<file path="src/rtl/timer_pkg.sv">
// Package: shared encodings for the up/down timer.
// Assumes: single-bit mode and direction inputs map directly onto these values.
package timer_pkg;

    typedef enum logic {
        PWM_TOGGLE = 1'b0,
        PWM_MATCH  = 1'b1
    } pwm_mode_e;

    typedef enum logic {
        DIR_DOWN = 1'b0,
        DIR_UP   = 1'b1
    } count_dir_e;

endpackage

</file>
<file path="src/rtl/timer_evt_sync.sv">
// Module: synchronizes an asynchronous event level and emits a one-cycle
// pulse on each rising edge.
// Assumes: STAGES >= 2; the event level stays high or low for at least two clocks.
module timer_evt_sync #(
    parameter int STAGES = 2
) (
    input  logic clk,
    input  logic rst_n,
    input  logic evt_async,
    output logic evt_pulse
);

    logic [STAGES-1:0] sync_q;
    logic              last_q;

    // Shift the event level through the synchronizer chain and keep the previous value.
    always_ff @(posedge clk) begin
        if (!rst_n) begin
            sync_q <= '0;
            last_q <= 1'b0;
        end else begin
            sync_q <= {sync_q[STAGES-2:0], evt_async};
            last_q <= sync_q[STAGES-1];
        end
    end

    // Rising edge of the synchronized level.
    always_comb evt_pulse = sync_q[STAGES-1] & ~last_q;

endmodule

</file>
<file path="src/rtl/timer_counter.sv">
// Module: up/down counter with terminal-count detection, reload and event restart.
// Assumes: evt_restart is a single-cycle pulse; a restart overrides counting for one cycle.
module timer_counter
    import timer_pkg::*;
#(
    parameter int W = 16
) (
    input  logic         clk,
    input  logic         rst_n,
    input  logic         en,
    input  count_dir_e   dir,
    input  logic [W-1:0] load_val,
    input  logic         evt_restart,
    output logic [W-1:0] count,
    output logic         timeout_evt,
    output logic         counting,
    output logic         restart_busy
);

    localparam logic [W-1:0] CNT_MAX = '1;

    logic         at_terminal;
    logic [W-1:0] reload_val;

    // Terminal value depends on direction; reload value likewise.
    always_comb begin
        at_terminal = (dir == DIR_UP) ? (count == CNT_MAX) : (count == '0);
        reload_val  = (dir == DIR_UP) ? '0 : load_val;
        counting    = en && !restart_busy && !evt_restart;
        timeout_evt = counting && at_terminal;
    end

    // Count, reload at terminal, or restart on an event.
    always_ff @(posedge clk) begin
        if (!rst_n) begin
            count        <= '0;
            restart_busy <= 1'b0;
        end else if (evt_restart) begin
            count        <= reload_val;
            restart_busy <= 1'b1;
        end else begin
            restart_busy <= 1'b0;
            if (counting) begin
                if (at_terminal)
                    count <= reload_val;
                else if (dir == DIR_UP)
                    count <= count + W'(1);
                else
                    count <= count - W'(1);
            end
        end
    end

endmodule

</file>
<file path="src/rtl/timer_pwm.sv">
// Module: pulse-width output generator with toggle and match modes.
// Assumes: timeout_evt and counting come from the counter in the same cycle as count.
module timer_pwm
    import timer_pkg::*;
#(
    parameter int W = 16
) (
    input  logic         clk,
    input  logic         rst_n,
    input  pwm_mode_e    mode,
    input  logic         idle_lvl,
    input  logic [W-1:0] match_val,
    input  logic [W-1:0] count,
    input  logic         counting,
    input  logic         timeout_evt,
    output logic         pwm_out
);

    logic active_q;
    logic hit;

    // A match counts only in a counting cycle that is not a timeout.
    always_comb hit = counting && !timeout_evt && (count == match_val);

    // Track whether the output is away from its idle level.
    always_ff @(posedge clk) begin
        if (!rst_n) begin
            active_q <= 1'b0;
        end else if (mode == PWM_TOGGLE) begin
            if (timeout_evt)
                active_q <= ~active_q;
        end else begin
            if (timeout_evt)
                active_q <= 1'b0;
            else if (hit)
                active_q <= 1'b1;
        end
    end

    // Apply the idle polarity.
    always_comb pwm_out = idle_lvl ^ active_q;

endmodule

</file>
<file path="src/rtl/timer_capture.sv">
// Module: capture register with a sticky pending flag.
// Assumes: strobe is a single-cycle pulse; a new capture wins over a clear.
module timer_capture #(
    parameter int W = 16
) (
    input  logic         clk,
    input  logic         rst_n,
    input  logic         strobe,
    input  logic         clr,
    input  logic [W-1:0] count,
    output logic [W-1:0] cap_value,
    output logic         pending
);

    // Latch the count on a strobe and keep the pending flag until it is cleared.
    always_ff @(posedge clk) begin
        if (!rst_n) begin
            cap_value <= '0;
            pending   <= 1'b0;
        end else if (strobe) begin
            cap_value <= count;
            pending   <= 1'b1;
        end else if (clr) begin
            pending   <= 1'b0;
        end
    end

endmodule

</file>
<file path="src/rtl/updn_pwm_timer.sv">
// Module: up/down timer top. Joins the event synchronizer, the counter,
// the capture register and the output generator, and holds the timeout flag.
// Assumes: all inputs except event_in are synchronous to clk.
module updn_pwm_timer
    import timer_pkg::*;
#(
    parameter int W           = 16,
    parameter int SYNC_STAGES = 2
) (
    input  logic         clk,
    input  logic         rst_n,
    input  logic         en,
    input  logic         count_up,
    input  logic [W-1:0] load_val,
    input  logic         event_in,
    input  logic         evt_capture_en,
    input  logic         evt_reset_en,
    input  logic         clr_irq,
    input  logic         clr_cap,
    input  logic         pwm_match_mode,
    input  logic         pwm_idle_lvl,
    input  logic [W-1:0] match_val,
    output logic         pwm_out,
    output logic         timeout_flag,
    output logic         cap_pending,
    output logic [W-1:0] cap_value,
    output logic         cnt_rst_busy
);

    logic         evt_pulse;
    logic         evt_restart;
    logic         cap_strobe;
    logic [W-1:0] count;
    logic         timeout_evt;
    logic         counting;

    timer_evt_sync #(.STAGES(SYNC_STAGES)) u_evt_sync (
        .clk       (clk),
        .rst_n     (rst_n),
        .evt_async (event_in),
        .evt_pulse (evt_pulse)
    );

    // Route the detected event to its enabled consumers.
    always_comb begin
        evt_restart = evt_pulse && evt_reset_en;
        cap_strobe  = evt_pulse && evt_capture_en;
    end

    timer_counter #(.W(W)) u_counter (
        .clk          (clk),
        .rst_n        (rst_n),
        .en           (en),
        .dir          (count_dir_e'(count_up)),
        .load_val     (load_val),
        .evt_restart  (evt_restart),
        .count        (count),
        .timeout_evt  (timeout_evt),
        .counting     (counting),
        .restart_busy (cnt_rst_busy)
    );

    timer_capture #(.W(W)) u_capture (
        .clk       (clk),
        .rst_n     (rst_n),
        .strobe    (cap_strobe),
        .clr       (clr_cap),
        .count     (count),
        .cap_value (cap_value),
        .pending   (cap_pending)
    );

    timer_pwm #(.W(W)) u_pwm (
        .clk         (clk),
        .rst_n       (rst_n),
        .mode        (pwm_mode_e'(pwm_match_mode)),
        .idle_lvl    (pwm_idle_lvl),
        .match_val   (match_val),
        .count       (count),
        .counting    (counting),
        .timeout_evt (timeout_evt),
        .pwm_out     (pwm_out)
    );

    // Sticky timeout flag; a new timeout wins over a clear.
    always_ff @(posedge clk) begin
        if (!rst_n)
            timeout_flag <= 1'b0;
        else if (timeout_evt)
            timeout_flag <= 1'b1;
        else if (clr_irq)
            timeout_flag <= 1'b0;
    end

endmodule

</file>
<file path="config.mk">
export PLATFORM = sky130hd
export DESIGN_NAME = updn_pwm_timer
export DESIGN_NICKNAME = d
export VERILOG_FILES = /design/src/rtl/timer_pkg.sv /design/src/rtl/timer_evt_sync.sv /design/src/rtl/timer_counter.sv /design/src/rtl/timer_pwm.sv /design/src/rtl/timer_capture.sv /design/src/rtl/updn_pwm_timer.sv
export SDC_FILE = /design/constraint.sdc
export NUM_CORES = 1
export LEC_CHECK = 0
export BUFFER_PORTS_ARGS = -buffer_cell sky130_fd_sc_hd__clkbuf_2
export CELL_PAD_IN_SITES_DETAIL_PLACEMENT = 1
export CELL_PAD_IN_SITES_GLOBAL_PLACEMENT = 1
export CORE_UTILIZATION = 40
export DETAILED_ROUTE_END_ITERATION = 12
export MAX_ROUTING_LAYER = met4
export PLACE_DENSITY = 0.76
export SLEW_MARGIN = 10
export SYNTH_ARGS = -nofsm -noshare
export SYNTH_HDL_FRONTEND = slang
export SYNTH_HIERARCHICAL = 1
export SYNTH_SLANG_ARGS = --single-unit
</file>
<file path="constraint.sdc">
create_clock -name clk -period 2.96 [get_ports clk]
set_clock_uncertainty 0.1 [all_clocks]
set_input_delay 0.296 -clock clk [delete_from_list [all_inputs] [get_ports clk]]
set_output_delay 0.296 -clock clk [all_outputs]
set_load 0.01 [all_outputs]
</file>
# After elaboration in Yosys (flattened, before gate mapping)
# Cells that the tools add are included.
dict set report totals {
  regBits 39
  latch_bits 0
  ramBits 0
  mem_bits_ro 0
  in_bits 43
  n_memories 0
}
dict set report op_classes {
  addsub 2
  mul 0
  n_div 0
  n_lt_le_gt_ge 0
  eq_ne 2
  n_shift 0
  n_mux 15
  bitwise_logic 4
  reduce_logical 17
}
# op n
set ops {}
lappend ops {{$mux W16} 5}
lappend ops {{$add A16 B1 Y16 const B} 1}
lappend ops {{$eq A16 B16 Y1} 1}
lappend ops {{$eq A16 B16 Y1 const B} 1}
lappend ops {{$logic_not A16 Y1} 1}
lappend ops {{$sub A16 B1 Y16 const B} 1}
lappend ops {{$mux W1} 10}
lappend ops {{$reduce_bool A2 Y1} 5}
lappend ops {{$logic_and A1 B1 Y1} 7}
lappend ops {{$logic_not A1 Y1} 3}
lappend ops {{$not A1 Y1} 2}
lappend ops {{$reduce_and A2 Y1} 1}
lappend ops {{$and A1 B1 Y1} 1}
lappend ops {{$xor A1 B1 Y1} 1}

# Depth between registers and ports, before layout
# Gate-level depths: netlist of the first run.
dict set report logic_depth {
  depth_word 12
  depth_mapped 9
  ltp_nobuf 9
}

# Modules after synthesis
# Netlist of the first run, hierarchy kept.
# module n_inst cells_per_inst area_per_inst_um2 seq_area_each_um2
set by_module_without_submodules {}
lappend by_module_without_submodules {timer_counter 1 194 1539.0 340.3}
lappend by_module_without_submodules {timer_capture 1 54 649.4 340.3}
lappend by_module_without_submodules {timer_pwm 1 28 260.2 20.0}
lappend by_module_without_submodules {timer_evt_sync 1 7 92.6 60.1}
lappend by_module_without_submodules {updn_pwm_timer 1 5 53.8 20.0}

# Worst setup path before layout of the first run
# Ideal clock, no wire load.
dict set report synth_path {
  path_kind {input -> register}
  from {input count_up}
  to {register u_counter.count[12]}
  setup_time_ns 0.117
  arrival_ns 2.040
  path_slack_ns 0.703
  cell_stages 8
  cell_sequence {inv_1 ha_1 a21o_1 a31o_2 or3_1 o21ai_0 xnor2_1 a22o_1}
}
dict set report synth_via {
  elab_chain_cells 4
  elab_cells_between_ends 6
}
# element line_no
set synth_rtl {}
lappend synth_rtl {{start: declaration} updn_pwm_timer.sv:13} ;# input logic count_up,
lappend synth_rtl {{$mux W16, or another cell as far along} timer_counter.sv:46} ;# else if (dir == DIR_UP)
lappend synth_rtl {{$mux W16} timer_counter.sv:44} ;# if (at_terminal)
lappend synth_rtl {{$mux W16} timer_counter.sv:43} ;# if (counting) begin
lappend synth_rtl {{$mux W16 *} timer_counter.sv:38} ;# end else if (evt_restart) begin
lappend synth_rtl {{end signal: assignment} timer_counter.sv:39} ;# count <= reload_val;
lappend synth_rtl {{end signal: assignment} timer_counter.sv:45} ;# count <= reload_val;
lappend synth_rtl {{end signal: assignment} timer_counter.sv:47} ;# count <= count + W'(1);
lappend synth_rtl {{end: declaration} timer_counter.sv:14} ;# output logic [W-1:0] count,
# Mark *: on every way between the ends. The rest lies on a longest branch, timed or not. The select of a mux whose other input is x is not followed.
# A chain may end at the register's enable or synchronous reset.

# Worst setup path in the final report of the first run
dict set report layout_path {
  from {register u_evt_sync.sync_q[1]}
  to {register u_counter.count[8]}
}
dict set report layout_via {
  elab_chain_cells 5
  elab_cells_between_ends 6
}
# element line_no
set layout_rtl {}
lappend layout_rtl {{start: declaration} timer_evt_sync.sv:13} ;# logic [STAGES-1:0] sync_q;
lappend layout_rtl {{start signal: assignment} timer_evt_sync.sv:22} ;# sync_q <= {sync_q[STAGES-2:0], evt_async};
lappend layout_rtl {{$and A1 B1 Y1 *} timer_evt_sync.sv:28} ;# always_comb evt_pulse = sync_q[STAGES-1] & ~last_q;
lappend layout_rtl {{net evt_pulse} updn_pwm_timer.sv:30} ;# logic evt_pulse;
lappend layout_rtl {{$logic_and A1 B1 Y1 *} updn_pwm_timer.sv:46} ;# evt_restart = evt_pulse && evt_reset_en;
lappend layout_rtl {{net evt_restart} updn_pwm_timer.sv:31} ;# logic evt_restart;
lappend layout_rtl {{$logic_not A1 Y1} timer_counter.sv:29} ;# counting = en && !restart_busy && !evt_restart;
lappend layout_rtl {{$logic_and A1 B1 Y1} timer_counter.sv:29}
lappend layout_rtl {{$reduce_bool A2 Y1 (no source line)} -}
# The timed path passes the listed nets; every way through them passes the cells marked *.

==> impl_summary.md, run 1 <==
Detailed routing
The total via count after detailed routing is between 2,000 and 2,500. For this block, the routed nets add up to 7.763 mm of wire. For this run, design rule violations remaining after detail routing come to 0. The initial detailed-routing violation count is roughly 160. The number of vias per cell after detailed routing is between 5 and 6. The detail-routed net length per standard cell is 17.89 µm. The first detailed-routing pass took 4 iterations.

The count of nets left with antenna violations once routing finished came out at 0.

STA
The final critical path takes up between 80% and 90% of the cycle. Timing would allow up to a little under 0.4 GHz. The worst setup margin is roughly 0.37 ns. In this run the tightest slew margin relative to its limit is around 24%.

The total count of hold-check failures in the final report came to 0. The final count of pins violating max slew came to 0. The worst-margin pin slew is 1.130 ns.

Setup repair after global routing left no endpoint under its margin. The sum of negative setup slack is 0 ns. The setup violation total in the final timing report is 0.

The minimum clock period after layout is between 2 and 3 ns.

Final layout
In the final layout, the multi-input gates occupy 1715 µm². The layout filler cell count is 749. After the last flow step, the layout net total stands at roughly 420. The final non-filler cell area is just over 3000 µm². 0 antenna diodes ended up in the layout.

Of the cells placed in the final design, the portion with a size suffix greater than 1 is 25.35%. The sequential cells in the finished layout cover a total of 780.7 µm². The top cell types in the final layout, fill and taps aside, are sky130_fd_sc_hd__clkbuf_2, sky130_fd_sc_hd__dfxtp_1, sky130_fd_sc_hd__nor2b_1. Cells fill 51.17% of the core in the end.

Relative to the synthesized area, the layout overhead comes to 20.20%. Leaving out fill and tap cells, the most frequent cell in the layout is sky130_fd_sc_hd__clkbuf_2.

Placement
The worst setup timing slack at the placement stage is between 0.3 and 0.4 ns. The post-DP HPWL is between 5 and 6 mm. The count of buffers inserted at the top-level ports is just over 60.

The congestion estimate from routability-driven global placement came to around 0.90. The standard cell area after detailed placement is 3013 µm².

Floorplan
The row count is 28. The full die area is about 7000 µm². The initial utilization of the core area, before any placement, comes to between 40% and 50%. The number of placed I/O pins is 63.

The die is just over 80 µm wide. The area inside the core boundary is about 6100 µm². From bottom edge to top edge, the die measures between 80 and 90 µm.

Critical path
The worst setup path is captured at a flop. The maximum single-stage delay on the critical path is between 0.9 and 1 ns. STA puts the critical path data arrival time at 2.72 ns. In this design, the largest share of critical-path delay is due to simple AND/OR/NAND/NOR gates. Data on the critical path is required at its endpoint by ~3.1 ns. The path depth of the worst reg2reg path is 8. The critical path goes through nor2b_4 -> and2_1 -> inv_1 -> nand3_1 -> nor3_1 -> buf_4 -> nand3b_1 -> a21oi_1. Together, buffers and inverters on the worst path number 2.

Along the worst path, the maximum fanout reaches 6. The worst setup path is launched from a flop. Counting buffers and inverters, the worst setup path is 8 cells deep. The worst setup path category is flop to flop. The slowest stage of the critical path belongs to the cell sky130_fd_sc_hd__nor3_1.

Yosys
The number of enable flip-flop cells after synthesis is 0. Synthesis handed over a netlist of between 200 and 300 instances. Dividing the synthesized area by the synthesized cell count gives between 9 and 10 µm².

The synthesized netlist occupies a cell area of approximately 2600 µm². The unique cell type count in the Yosys netlist is 56. Synthesis inferred 39 register bits. The net count of the mapped netlist is 346.

The warning count from the yosys run is 6. Sequential elements use about 30% of the synthesized area. The dominant synthesized flop cell is sky130_fd_sc_hd__dfxtp_1. The share of synthesized flip-flops with an asynchronous set or reset is 0%.

Clock network
The TritonCTS clock tree is built. The number of clock buffers added by TritonCTS is 5. After clock tree synthesis, the repair step resized 0 gates.

The H-tree generated during clock tree synthesis spans 2 levels. The clock tree buffer depth is 2. The cell at the root of the clock tree is sky130_fd_sc_hd__clkbuf_8. Counting every sink on the clock net gives 39. The clock reaches the later pin of the worst-skew pair after 0.30 ns. The clock transition at the register clock pins on the worst setup and hold paths after CTS is roughly 0.08 ns. Post-CTS timing repair inserted 0 buffers for setup.

The number of hold-repair buffers added at the cts stage is 0.

Power
The peak supply drop is approximately 0.36 mV. For this design the static power due to leakage is between 0.001 and 0.0015 µW. Dividing total power by cell area gives a power density of 537.0 nW/µm².

Global route
After global routing the overflow that remains totals 0. The via count of the first global-routing pass is 2,450. The number of antenna violations at the first check in global routing is 0. The first global-routing pass estimated about 13 mm of wire. Global routing consumed, over all layers together, ~26% of the routing resources.

Entering global routing, the biggest net connects 20 pins.

Flow run
Max-cap violations in this run came to 0.

Run status
The flow ran to the end, and the final reports show no timing, DRC or antenna violations.

Worst hold path
The worst min-delay path category is primary input to flop. The cell count of the worst hold path is 2.
## path summary, 6_finish.rpt
check / from / to / slack [ns]
worst max-delay path: u_evt_sync/sync_q[1] / u_counter/count[8] / 0.37
worst min-delay path: event_in / u_evt_sync/sync_q[0] / 0.10
worst max register to register: u_evt_sync/sync_q[1] / u_counter/count[8] / 0.37
worst min register to register: u_evt_sync/sync_q[0] / u_evt_sync/sync_q[1] / 0.33
## cell type report
class                           instances  share of cell area, %
Multi-Input combinational cell        231                  54.99
Sequential cell                        39                  25.03
Timing Repair Buffer                   72                  12.35
Tap cell                               75                  3.008
Clock buffer                            5                  2.206
Clock inverter                          2                  1.203
Inverter                               10                  1.203
## metal layers
metal	up-vias	global-route usage [%]	share of wire, %
met1	1157	32.58	47
met4	0	7.586	0.81
met5	-	-	0
li1	1210	-	-
met2	62	41.90	47
met3	6	3.626	5.1
## sequential cells by signal, indices dropped and copies added (netlist names)
register,flops
u_evt_sync/sync_q,2
u_counter/count,16
timeout_flag,1
u_capture/pending,1
u_counter/restart_busy,1
u_pwm/active_q,1
u_capture/cap_value,16
u_evt_sync/last_q,1
## worst reg2reg max path: cells and delay by family, from the launching register on
kind	cells	cell delay, ns
buf+inv	2	0.42
compound gates	1	0.13
flops	1	0.32
simple gates	5	1.56
## report_power, final
| part | switching, µW | internal (µW) |
|---|---|---|
| Sequential | 95.8 | 570 |
| Clock | 202 | 247 |
| Combinational | 305 | 255 |
## stage by stage
stage | instances | hold WS (ns) | power (µW)
5_1_grt | 434 | 0.1088 | 1767
4_1_cts | 434 | 0.09804 | 1684
2_1_floorplan | 288 | 0.3057 | 1046
3_5_place_dp | 427 | 0.3160 | 1229
6_report | 434 | 0.1024 | 1675
3_3_place_gp | 427 | 0.3071 | 1213
## cells by family (layout without fill, tap and decap cells)
group,count (synthesis),after routing,synth area share (%)
AND/OR/NAND/NOR,105,105,24.35
adder cells (fa/ha/maj),15,15,7.522
flip-flops,39,39,30.09
XOR/XNOR,25,25,8.438
AO/OA/AOI/OAI,70,70,19.62
multiplexers,16,16,6.172
buffers and inverters,18,89,3.809
## synthesized netlist by cell type, types with 7 or more instances
library cell	instances	area, µm²
sky130_fd_sc_hd__mux2i_1	16	160.2
sky130_fd_sc_hd__o21ai_0	9	45.04
sky130_fd_sc_hd__nand3_1	10	50.05
sky130_fd_sc_hd__dfxtp_1	39	780.8
sky130_fd_sc_hd__ha_1	14	175.2
sky130_fd_sc_hd__nor2b_1	21	131.4
sky130_fd_sc_hd__nor2_1	15	56.30
sky130_fd_sc_hd__nor3_1	7	35.03
sky130_fd_sc_hd__nand2_1	16	60.06
sky130_fd_sc_hd__inv_1	10	37.54
sky130_fd_sc_hd__xor2_1	20	175.2
sky130_fd_sc_hd__a21oi_1	17	85.08
No activity file was read; power rests on OpenSTA's default activity.
==> run 2: changes to the inputs <==
--- a/config.mk
+++ b/config.mk
@@ -5,13 +5,14 @@
 export SDC_FILE = /design/constraint.sdc
 export NUM_CORES = 1
 export LEC_CHECK = 0
+export ABC_AREA = 1
 export BUFFER_PORTS_ARGS = -buffer_cell sky130_fd_sc_hd__clkbuf_2
 export CELL_PAD_IN_SITES_DETAIL_PLACEMENT = 1
 export CELL_PAD_IN_SITES_GLOBAL_PLACEMENT = 1
-export CORE_UTILIZATION = 40
+export CORE_UTILIZATION = 38
 export DETAILED_ROUTE_END_ITERATION = 12
 export MAX_ROUTING_LAYER = met4
-export PLACE_DENSITY = 0.76
+export PLACE_DENSITY = 0.77
 export SLEW_MARGIN = 10
 export SYNTH_ARGS = -nofsm -noshare
 export SYNTH_HDL_FRONTEND = slang
==> constraint.sdc (replaced) <==
create_clock -name clk -period 2.96 [get_ports clk]
set_clock_uncertainty 0.1 [all_clocks]
set_input_delay 0.148 -clock clk [delete_from_list [all_inputs] [get_ports clk]]
set_output_delay 0.148 -clock clk [all_outputs]
set_load 0.01 [all_outputs]
==> run 2 against run 1 <==
- first-iteration DRC count shrank 23%
- combinational power increased by 19%
- cell count grew 61%
- sequential share of layout area shrank 3.7 points
- cell area is 17% higher
- die area is 25% higher
- fmax rose by 22%
- via count up 40%
- power rose by 7.3%
- count of clock-buffer cells in the layout unchanged
- register-to-register slack better by 0.46 ns
- critical path type unchanged
==> impl_summary.md, run 2 <==
Global route
The number of antenna violations at the first check in global routing is 0 (unchanged). The via count of the first global-routing pass is 3,523 (was 2,450). The wire length of the first global-routing pass came to 16.93 mm (was 12.55 mm). The total global routing overflow is 0 (unchanged).

The global-route usage over all layers is 26.12% (was 25.56%). The pin count of the biggest net entering global routing is 32 (was 20).

Yosys
The synthesized cell area is 3105 µm² (was 2595 µm²). The post-synthesis share of cell area spent on full adders, half adders and majority gates is 6.285% (was 7.522%). The most frequent cell after synthesis is sky130_fd_sc_hd__nand2_1 (was sky130_fd_sc_hd__dfxtp_1). The share of Yosys cell area claimed by the top area cell type is 25.14% (was 30.09%). The synthesized-area fraction occupied by xor and xnor cells was 3.102% (was 8.438%). The simple-gate share of the synthesized area was 43.84% (was 24.35%).

The unique cell type count in the Yosys netlist came to 33 (was 56). The dominant combinational cell family by area after synthesis is simple AND/OR/NAND/NOR gates (unchanged). The library cell occupying the most area in the post-synthesis netlist is sky130_fd_sc_hd__dfxtp_1 (unchanged). The count of mapped cells out of synthesis is 526 (was 288). The count of state elements after synthesis came to 39 (unchanged). The multiplexer fraction of the synthesized cell area came to 0% (was 6.172%). The dominant synthesized flop cell is sky130_fd_sc_hd__dfxtp_1 (unchanged).

The portion of the post-synthesis area used by sequential elements came to 25.14% (was 30.09%). The share of synthesized flip-flops with an asynchronous set or reset came to 0% (unchanged). The warning count from the yosys run was 6 (unchanged).

The number of enable flip-flop cells after synthesis came to 0 (unchanged). The compound-cell area share of the yosys netlist is 7.977% (was 19.62%). The mean post-synth cell area is 5.904 µm² (was 9.010 µm²).

Top post-synthesis cells by area: sky130_fd_sc_hd__dfxtp_1, sky130_fd_sc_hd__nand2_1, sky130_fd_sc_hd__inv_1 (was sky130_fd_sc_hd__dfxtp_1, sky130_fd_sc_hd__ha_1, sky130_fd_sc_hd__xor2_1). The net count of the mapped netlist is 584 (was 346). Post-synth top cells: sky130_fd_sc_hd__nand2_1, sky130_fd_sc_hd__inv_1, sky130_fd_sc_hd__nor2_1 (was sky130_fd_sc_hd__dfxtp_1, sky130_fd_sc_hd__nor2b_1, sky130_fd_sc_hd__xor2_1).

Power
The part of the total power dissipated in the clock network is 26.3% (was 26.8%). The sequential power share is 36.7% (was 39.8%). The peak supply drop is 0.1797 mV (was 0.3573 mV).

The overall power consumption is 1798 µW (was 1675 µW). The switching part of the total is 40.37% (was 35.99%). The internal power contribution is 1072 µW (about the same). The combinational power share is 37.0% (was 33.5%). The power density normalized to cell area was 491.8 nW/µm² (was 537.0 nW/µm²). The power spent charging and discharging nets is 725.7 µW (was 602.8 µW).

The static leakage is 0.002152 µW (was 0.001384 µW).

Final layout
The leading cell type in the layout, fill and taps excluded is sky130_fd_sc_hd__nand2_1 (was sky130_fd_sc_hd__clkbuf_2). The diode insertion count for antenna repair came to 0 (unchanged). The area added between synthesis and finish is 17.73% (was 20.20%). The layout filler cell count is 1,141 (was 749).

Most frequent cells in the layout: sky130_fd_sc_hd__nand2_1, sky130_fd_sc_hd__inv_1, sky130_fd_sc_hd__nor2_1 (was sky130_fd_sc_hd__clkbuf_2, sky130_fd_sc_hd__dfxtp_1, sky130_fd_sc_hd__nor2b_1). The share of cells above drive strength 1 is 16.78% (was 25.35%). Regs by FF count: u_capture/cap_value: 16 flops, u_counter/count: 16 flops, u_evt_sync/sync_q: 2 flops (unchanged).

The number of nets in the final layout came to 653 (was 417).

Clock network
The clock tree buffer depth is 2 (unchanged). The post-CTS repair timing setup buffer count was 0 (unchanged). The clock sink count is 39 (unchanged). The TritonCTS clock tree is built (unchanged). The clock latency on the worst-skew pair is 0.30 ns (about the same).

The cell at the root of the clock tree is sky130_fd_sc_hd__clkbuf_8 (unchanged). The total clock buffers created by CTS is 5 (unchanged). The clock transition at the register clock pins on the worst setup and hold paths after CTS was 0.09 ns (was 0.08 ns).

The H-tree level count is 2 (unchanged).

Critical path
The flop-to-flop setup slack is 0.83 ns (was 0.37 ns). The critical path startpoint category is a flop (unchanged). The maximum single-stage delay on the critical path is 0.50 ns (was 0.96 ns).

The number of buffer and inverter stages on the critical path was 3 (was 2). The start point of the critical path is u_counter/count[0] (was u_evt_sync/sync_q[1]). The slowest cell on the critical path is sky130_fd_sc_hd__dfxtp_1 (was sky130_fd_sc_hd__nor3_1). The count of cell instances traversed by the critical path was 12 (was 8). The path depth of the worst reg2reg path is 12 (was 8).

The data required time of the critical path came to 3.07 ns (was 3.09 ns). The cell family with the largest share of critical-path delay is simple AND/OR/NAND/NOR gates (unchanged). The arrival time at the worst endpoint is 2.24 ns (was 2.72 ns). Critical-path cell list: inv_1 -> fa_1 -> inv_1 -> nand3_1 -> nand3_1 -> nand2_1 -> nand3_1 -> nand2_1 -> nand2_4 -> nand3_2 -> nand2_1 -> inv_1 (was nor2b_4 -> and2_1 -> inv_1 -> nand3_1 -> nor3_1 -> buf_4 -> nand3b_1 -> a21oi_1).

The endpoint type of the worst setup path is a flop (unchanged). The terminus of the critical flop-to-flop path was u_counter/count[8] (unchanged). The capturing element of the worst setup path is u_counter/count[8] (unchanged).

The biggest fanout along the worst timing path was 9 (was 6). The worst setup path category is flop to flop (unchanged). The launching point of the worst reg2reg path is u_counter/count[0] (was u_evt_sync/sync_q[1]).

Floorplan
The number of placed I/O pins was 63 (unchanged). The row count came to 32 (was 28). The die span in y came to 92.40 µm (was 82.55 µm). The initial core utilization is 39.78% (was 42.57%).

The full die area is 8538 µm² (was 6814 µm²). The width of the chip is 92.40 µm (was 82.55 µm). The area inside the core boundary is 7807 µm² (was 6096 µm²).

STA
The final clock period utilization by the worst path is 71.95% (was 87.48%). The worst setup margin is 0.8302 ns (was 0.3707 ns). The minimum clock period after layout was 2.130 ns (was 2.589 ns). The total count of hold-check failures in the final report is 0 (unchanged).

The final count of pins violating max slew is 0 (unchanged). Unrepaired setup endpoints after global routing: false (unchanged). The sum of negative setup slack is 0 ns (unchanged). The relative max-transition margin came to 65.08% (was 24.10%). The maximum clock frequency is 0.4695 GHz (was 0.3862 GHz).

The setup violation total in the final timing report is 0 (unchanged). The worst-margin pin slew came to 0.5233 ns (was 1.130 ns).

Flow run
The count of max-cap constraint violations came to 0 (unchanged).

Detailed routing
The total via count after detailed routing came to 3,421 (was 2,435). The wire length reported by the detailed router is 10.19 mm (was 7.763 mm). The number of nets with antenna violations after routing is 0 (unchanged). The count of unresolved DRC violations after routing is 0 (unchanged). The detailed-router iteration count before antenna repair is 4 (unchanged).

The number of vias per cell after detailed routing is 4.901 (was 5.611). The detail-routed net length per standard cell was 14.60 µm (was 17.89 µm). The initial detailed-routing violation count was 121 (was 157).

Placement
The final weighted congestion in routability-driven placement came to 0.8605 (was 0.8968). The worst setup timing slack at the placement stage is 0.8277 ns (was 0.3665 ns). The count of buffers inserted at the top-level ports was 62 (unchanged).

The post-DP HPWL is 7.989 mm (was 5.789 mm).

Worst hold path
The cell count of the worst hold path is 3 (was 2). The worst min-delay path category is primary input to flop (unchanged).

Run status
Result of the run: finished clean (unchanged).
[run 2: changes by cell type after synthesis, moves of 9 or more]
cell,delta
sky130_fd_sc_hd__nand2_1,+158
sky130_fd_sc_hd__inv_1,+83
sky130_fd_sc_hd__nor2_1,+60
sky130_fd_sc_hd__nor2b_1,-21
sky130_fd_sc_hd__mux2i_1,-16
sky130_fd_sc_hd__nand3_1,+14
sky130_fd_sc_hd__xor2_1,-12
sky130_fd_sc_hd__o21ai_0,+10
sky130_fd_sc_hd__nand3_2,+9
[run 2: how the worst min path moves through the flow]
| stage | from | to | slack [ns] |
|---|---|---|---|
| 6_report | load_val[15] | u_counter/count[15] | 0.04 |
| 5_1_grt | load_val[15] | u_counter/count[15] | 0.06 |
| 4_1_cts | load_val[15] | u_counter/count[15] | 0.04 |
| 3_5_place_dp | event_in | u_evt_sync/sync_q[0] | 0.25 |
| 3_3_place_gp | event_in | u_evt_sync/sync_q[0] | 0.25 |
| 2_1_floorplan | rst_n | u_evt_sync/sync_q[0] | 0.14 |
[run 2: repair_timing]
item                      in CTS  in global routing
resized for setup              0                  0
hold endpoints to repair       3                  0
hold buffers                   3                  0
[run 2: power groups by stage]
| stage | logic, µW | registers [µW] | clock network, µW |
|---|---|---|---|
| floorplan | 488 | 637 | 0 |
| global placement | 639 | 670 | 0 |
| detailed placement | 661 | 673 | 0 |
| CTS | 668 | 660 | 487 |
| global route | 759 | 671 | 503 |
| finish | 666 | 659 | 473 |
[run 2: layout make-up]
type,count,area (µm²),area share (%)
Clock buffer,5,68.82,1.882
Clock inverter,3,43.79,1.198
Inverter,97,364.1,9.959
Multi-Input combinational cell,383,1901,51.98
Sequential cell,39,780.7,21.36
Tap cell,102,127.6,3.491
Timing Repair Buffer,69,370.4,10.13
[run 2: cell families after synthesis]
family,Yosys count
adders and majority gates,15
and+or+nand+nor,310
xor gates and xnor gates,11
DFF,39
buffers and inverters,104
AOI/OAI and AO/OA,47
[run 2: stage by stage]
stage          std cells  cell area, µm²  util (%)  hold slack [ns]
2_1_floorplan        526            3105         -           0.1415
3_3_place_gp         687            3513     45.00           0.2477
6_report             698            3656     46.83          0.04090
4_1_cts              698            3656     46.83          0.04010
5_1_grt              698            3656     46.83          0.05592
3_5_place_dp         687            3513     45.00           0.2493
[run 2: routing by layer]
layer | wire [µm] | share of wire, % | track usage [%]
met1 | 4395 | 43 | 30.03
met2 | 5330 | 52 | 48.46
met4 | 85 | 0.83 | 5.859
met3 | 381 | 3.7 | 2.791
met5 | 0 | 0 | -
[run 2: tightest hold or removal path, cell delays in order]
cell and delay, ns:
sky130_fd_sc_hd__clkbuf_2 0.08, sky130_fd_sc_hd__a21oi_1 0.06, sky130_fd_sc_hd__a21oi_1 0.12
==> run 3: changes to the inputs <==
--- a/config.mk
+++ b/config.mk
@@ -9,10 +9,10 @@
 export BUFFER_PORTS_ARGS = -buffer_cell sky130_fd_sc_hd__clkbuf_2
 export CELL_PAD_IN_SITES_DETAIL_PLACEMENT = 1
 export CELL_PAD_IN_SITES_GLOBAL_PLACEMENT = 1
-export CORE_UTILIZATION = 38
+export CORE_UTILIZATION = 34
 export DETAILED_ROUTE_END_ITERATION = 12
 export MAX_ROUTING_LAYER = met4
-export PLACE_DENSITY = 0.77
+export PLACE_DENSITY = 0.73
 export SLEW_MARGIN = 10
 export SYNTH_ARGS = -nofsm -noshare
 export SYNTH_HDL_FRONTEND = slang
==> constraint.sdc (replaced) <==
create_clock -name clk -period 1.8 [get_ports clk]
set_clock_uncertainty 0.1 [all_clocks]
set_input_delay 0.09 -clock clk [delete_from_list [all_inputs] [get_ports clk]]
set_output_delay 0.09 -clock clk [all_outputs]
set_load 0.01 [all_outputs]
==> run 3 against run 2 <==
- wire length rose by 13%
- setup slack got worse by 0.81 ns
- fmax rose by 20%
- sequential share of layout area fell by 3.0 points
- first-iteration DRC count rose by 28%
- cell count rose by 8.6%
- the flow now finishes with violations (negative hold slack)
==> impl_summary.md, run 3 (synthesis gave the netlist of run 2 again) <==
Placement
The post-DP HPWL came to 8.375 mm (was 7.989 mm). The instance count after placement with tap cells included was 731 (was 687). The count of buffers inserted at the top-level ports is 62 (unchanged).

The final weighted congestion in routability-driven placement is 0.8589 (was 0.8605). The standard cell area after detailed placement was 3821 µm² (was 3513 µm²).

Power
The static leakage came to 0.002437 µW (was 0.002152 µW). The power density normalized to cell area was 786.3 nW/µm² (was 491.8 nW/µm²). The peak supply drop is 0.3177 mV (was 0.1797 mV). The overall power consumption is 3417 µW (was 1798 µW).

Final layout
The layout filler cell count is 1,207 (was 1,141). Regs by FF count: u_capture/cap_value: 16 flops, u_counter/count: 16 flops, u_evt_sync/sync_q: 2 flops (unchanged). The area occupied by multi-input gates is 2096 µm² (was 1901 µm²). The number of nets in the final layout is 707 (was 653).

The diode insertion count for antenna repair is 0 (unchanged). Most frequent cells in the layout: sky130_fd_sc_hd__nand2_1, sky130_fd_sc_hd__inv_1, sky130_fd_sc_hd__nor2_1 (unchanged). The share of cells above drive strength 1 is 30.62% (was 16.78%). The final non-filler cell area is 4345 µm² (was 3656 µm²). The register area is 798.3 µm² (was 780.7 µm²). The leading cell type in the layout, fill and taps excluded is sky130_fd_sc_hd__nand2_1 (unchanged). The final design utilization was 49.59% (was 46.83%). The area added between synthesis and finish is 39.93% (was 17.73%). The non-filler instance count after layout is 758 (was 698).

Critical path
The arrival time at the worst endpoint came to 1.85 ns (was 2.24 ns). The launching point of the worst reg2reg path is u_counter/count[1] (was u_counter/count[0]). The flop-to-flop setup slack is 0.02 ns (was 0.83 ns).

The biggest fanout along the worst timing path came to 3 (was 9). The data required time of the critical path is 1.88 ns (was 3.07 ns). The worst setup path category is flop to flop (unchanged). The critical path startpoint category is a flop (unchanged). The terminus of the critical flop-to-flop path is u_counter/count[14] (was u_counter/count[8]). The endpoint type of the worst setup path is a flop (unchanged). The start point of the critical path is u_counter/count[1] (was u_counter/count[0]).

The path depth of the worst reg2reg path is 10 (was 12).

Clock network
The cell at the root of the clock tree is sky130_fd_sc_hd__clkbuf_8 (unchanged). The total clock buffers created by CTS is 5 (unchanged). The clock tree buffer depth is 2 (unchanged). The clock latency on the worst-skew pair was 0.30 ns (about the same).

The clock transition at the register clock pins on the worst setup and hold paths after CTS is 0.08 ns (was 0.09 ns). The TritonCTS clock tree is built (unchanged). The clock sink count is 39 (unchanged).

The H-tree level count came to 2 (unchanged).

STA
The final count of pins violating max slew is 0 (unchanged). The minimum hold slack is -0.0003023 ns (was 0.04090 ns). Unrepaired setup endpoints after global routing: true (was false). The total count of hold-check failures in the final report was 1 (was 0). The final clock period utilization by the worst path is 98.68% (was 71.95%).

The setup violation total in the final timing report came to 0 (unchanged). The relative max-transition margin came to 71.33% (was 65.08%). The worst-margin pin slew is 0.4274 ns (was 0.5233 ns). The sum of negative setup slack is 0 ns (unchanged). The minimum clock period after layout is 1.776 ns (was 2.130 ns). The maximum clock frequency is 0.5630 GHz (was 0.4695 GHz).

Floorplan
The full die area was 9520 µm² (was 8538 µm²). The die span in y came to 97.57 µm (was 92.40 µm). The width of the chip is 97.57 µm (was 92.40 µm). The initial core utilization is 35.44% (was 39.78%). The row count is 34 (was 32). The area inside the core boundary is 8763 µm² (was 7807 µm²). The number of placed I/O pins is 63 (unchanged).

Detailed routing
The wire length reported by the detailed router is 11.54 mm (was 10.19 mm). The number of nets with antenna violations after routing was 0 (unchanged). The total via count after detailed routing is 3,711 (was 3,421). The detail-routed net length per standard cell was 15.23 µm (was 14.60 µm). The initial detailed-routing violation count was 155 (was 121).

The detailed-router iteration count before antenna repair was 4 (unchanged). The number of vias per cell after detailed routing is 4.896 (was 4.901). The count of unresolved DRC violations after routing is 0 (unchanged).

Worst hold path
The worst min-delay path category was primary input to flop (unchanged). The worst min-delay path startpoint is load_val[14] (was load_val[15]). The cell count of the worst hold path is 3 (unchanged). The end point of the most critical hold path is u_counter/count[14] (was u_counter/count[15]).

Run status
The checks that failed: negative hold slack. Result of the run: finished with violations (was finished clean).

Global route
The total global routing overflow was 0 (unchanged). The wire length of the first global-routing pass is 17.80 mm (was 16.93 mm). The via count of the first global-routing pass is 3,789 (was 3,523). The number of antenna violations at the first check in global routing is 0 (unchanged). The global-route usage over all layers is 23.89% (was 26.12%).

The pin count of the biggest net entering global routing is 31 (was 32).

Flow run
The count of max-cap constraint violations was 0 (unchanged).
==> run 3: layout make-up <==
cell class              count  share of cell area, %
multi-input cells         383                  48.23
repair buffers            123                  19.18
flip-flops and latches     39                  18.37
inverters                  97                  8.523
well taps                 108                  3.110
clock buffers               5                  1.584
clock inverters             3                  1.008
==> run 3: worst max path at each step <==
| stage | to | slack (ns) |
|---|---|---|
| global placement | u_counter/count[13] | -0.09 |
| floorplan | u_counter/count[8] | 0.04 |
| finish | u_counter/count[14] | 0.02 |
| CTS | u_counter/count[10] | 0.01 |
| detailed placement | u_counter/count[13] | -0.18 |
| global route | u_counter/count[7] | -0.08 |
==> run 3: where the power goes <==
part           internal, µW  switching (µW)  total [µW]
sequential              947            95.0        1040
clock                   414             358         771
combinational           708             895        1600
total                  2070            1350        3420
==> run 3: repair_timing <==
item / CTS / global route
pin swaps: 2 / 12
setup buffers: 0 / 11
hold endpoints to repair: 8 / 0
endpoints found under the setup margin: 7 / 14
gates resized for setup: 13 / 43
hold buffers: 8 / 0
cloned: 0 / 0
==> run 3: stage by stage <==
step	hold slack [ns]	setup slack, ns
after floorplan	0.08345	0.03655
after global placement	0.1773	-0.09463
after detailed placement	0.1777	-0.1796
after CTS	0.001222	0.01195
after global routing	0.007535	-0.07836
final	-0.0003023	0.02378
==> run 3: routing by layer <==
metal | GRT usage [%] | share of wire, %
met5 | - | 0
met4 | 5.317 | 2.3
met3 | 2.662 | 3.4
met2 | 42.98 | 50
met1 | 28.51 | 44
==> run 3: worst max-delay path: stages (launching register included) <==
cell	delay (ns)
sky130_fd_sc_hd__dfxtp_2	0.36
sky130_fd_sc_hd__inv_2	0.05
sky130_fd_sc_hd__fa_2	0.38
sky130_fd_sc_hd__inv_2	0.08
sky130_fd_sc_hd__nand4_1	0.16
sky130_fd_sc_hd__nand2_2	0.16
sky130_fd_sc_hd__nand2_2	0.08
sky130_fd_sc_hd__nand2_1	0.09
sky130_fd_sc_hd__nand2_1	0.07
sky130_fd_sc_hd__nand3_2	0.08
sky130_fd_sc_hd__a21oi_2	0.05
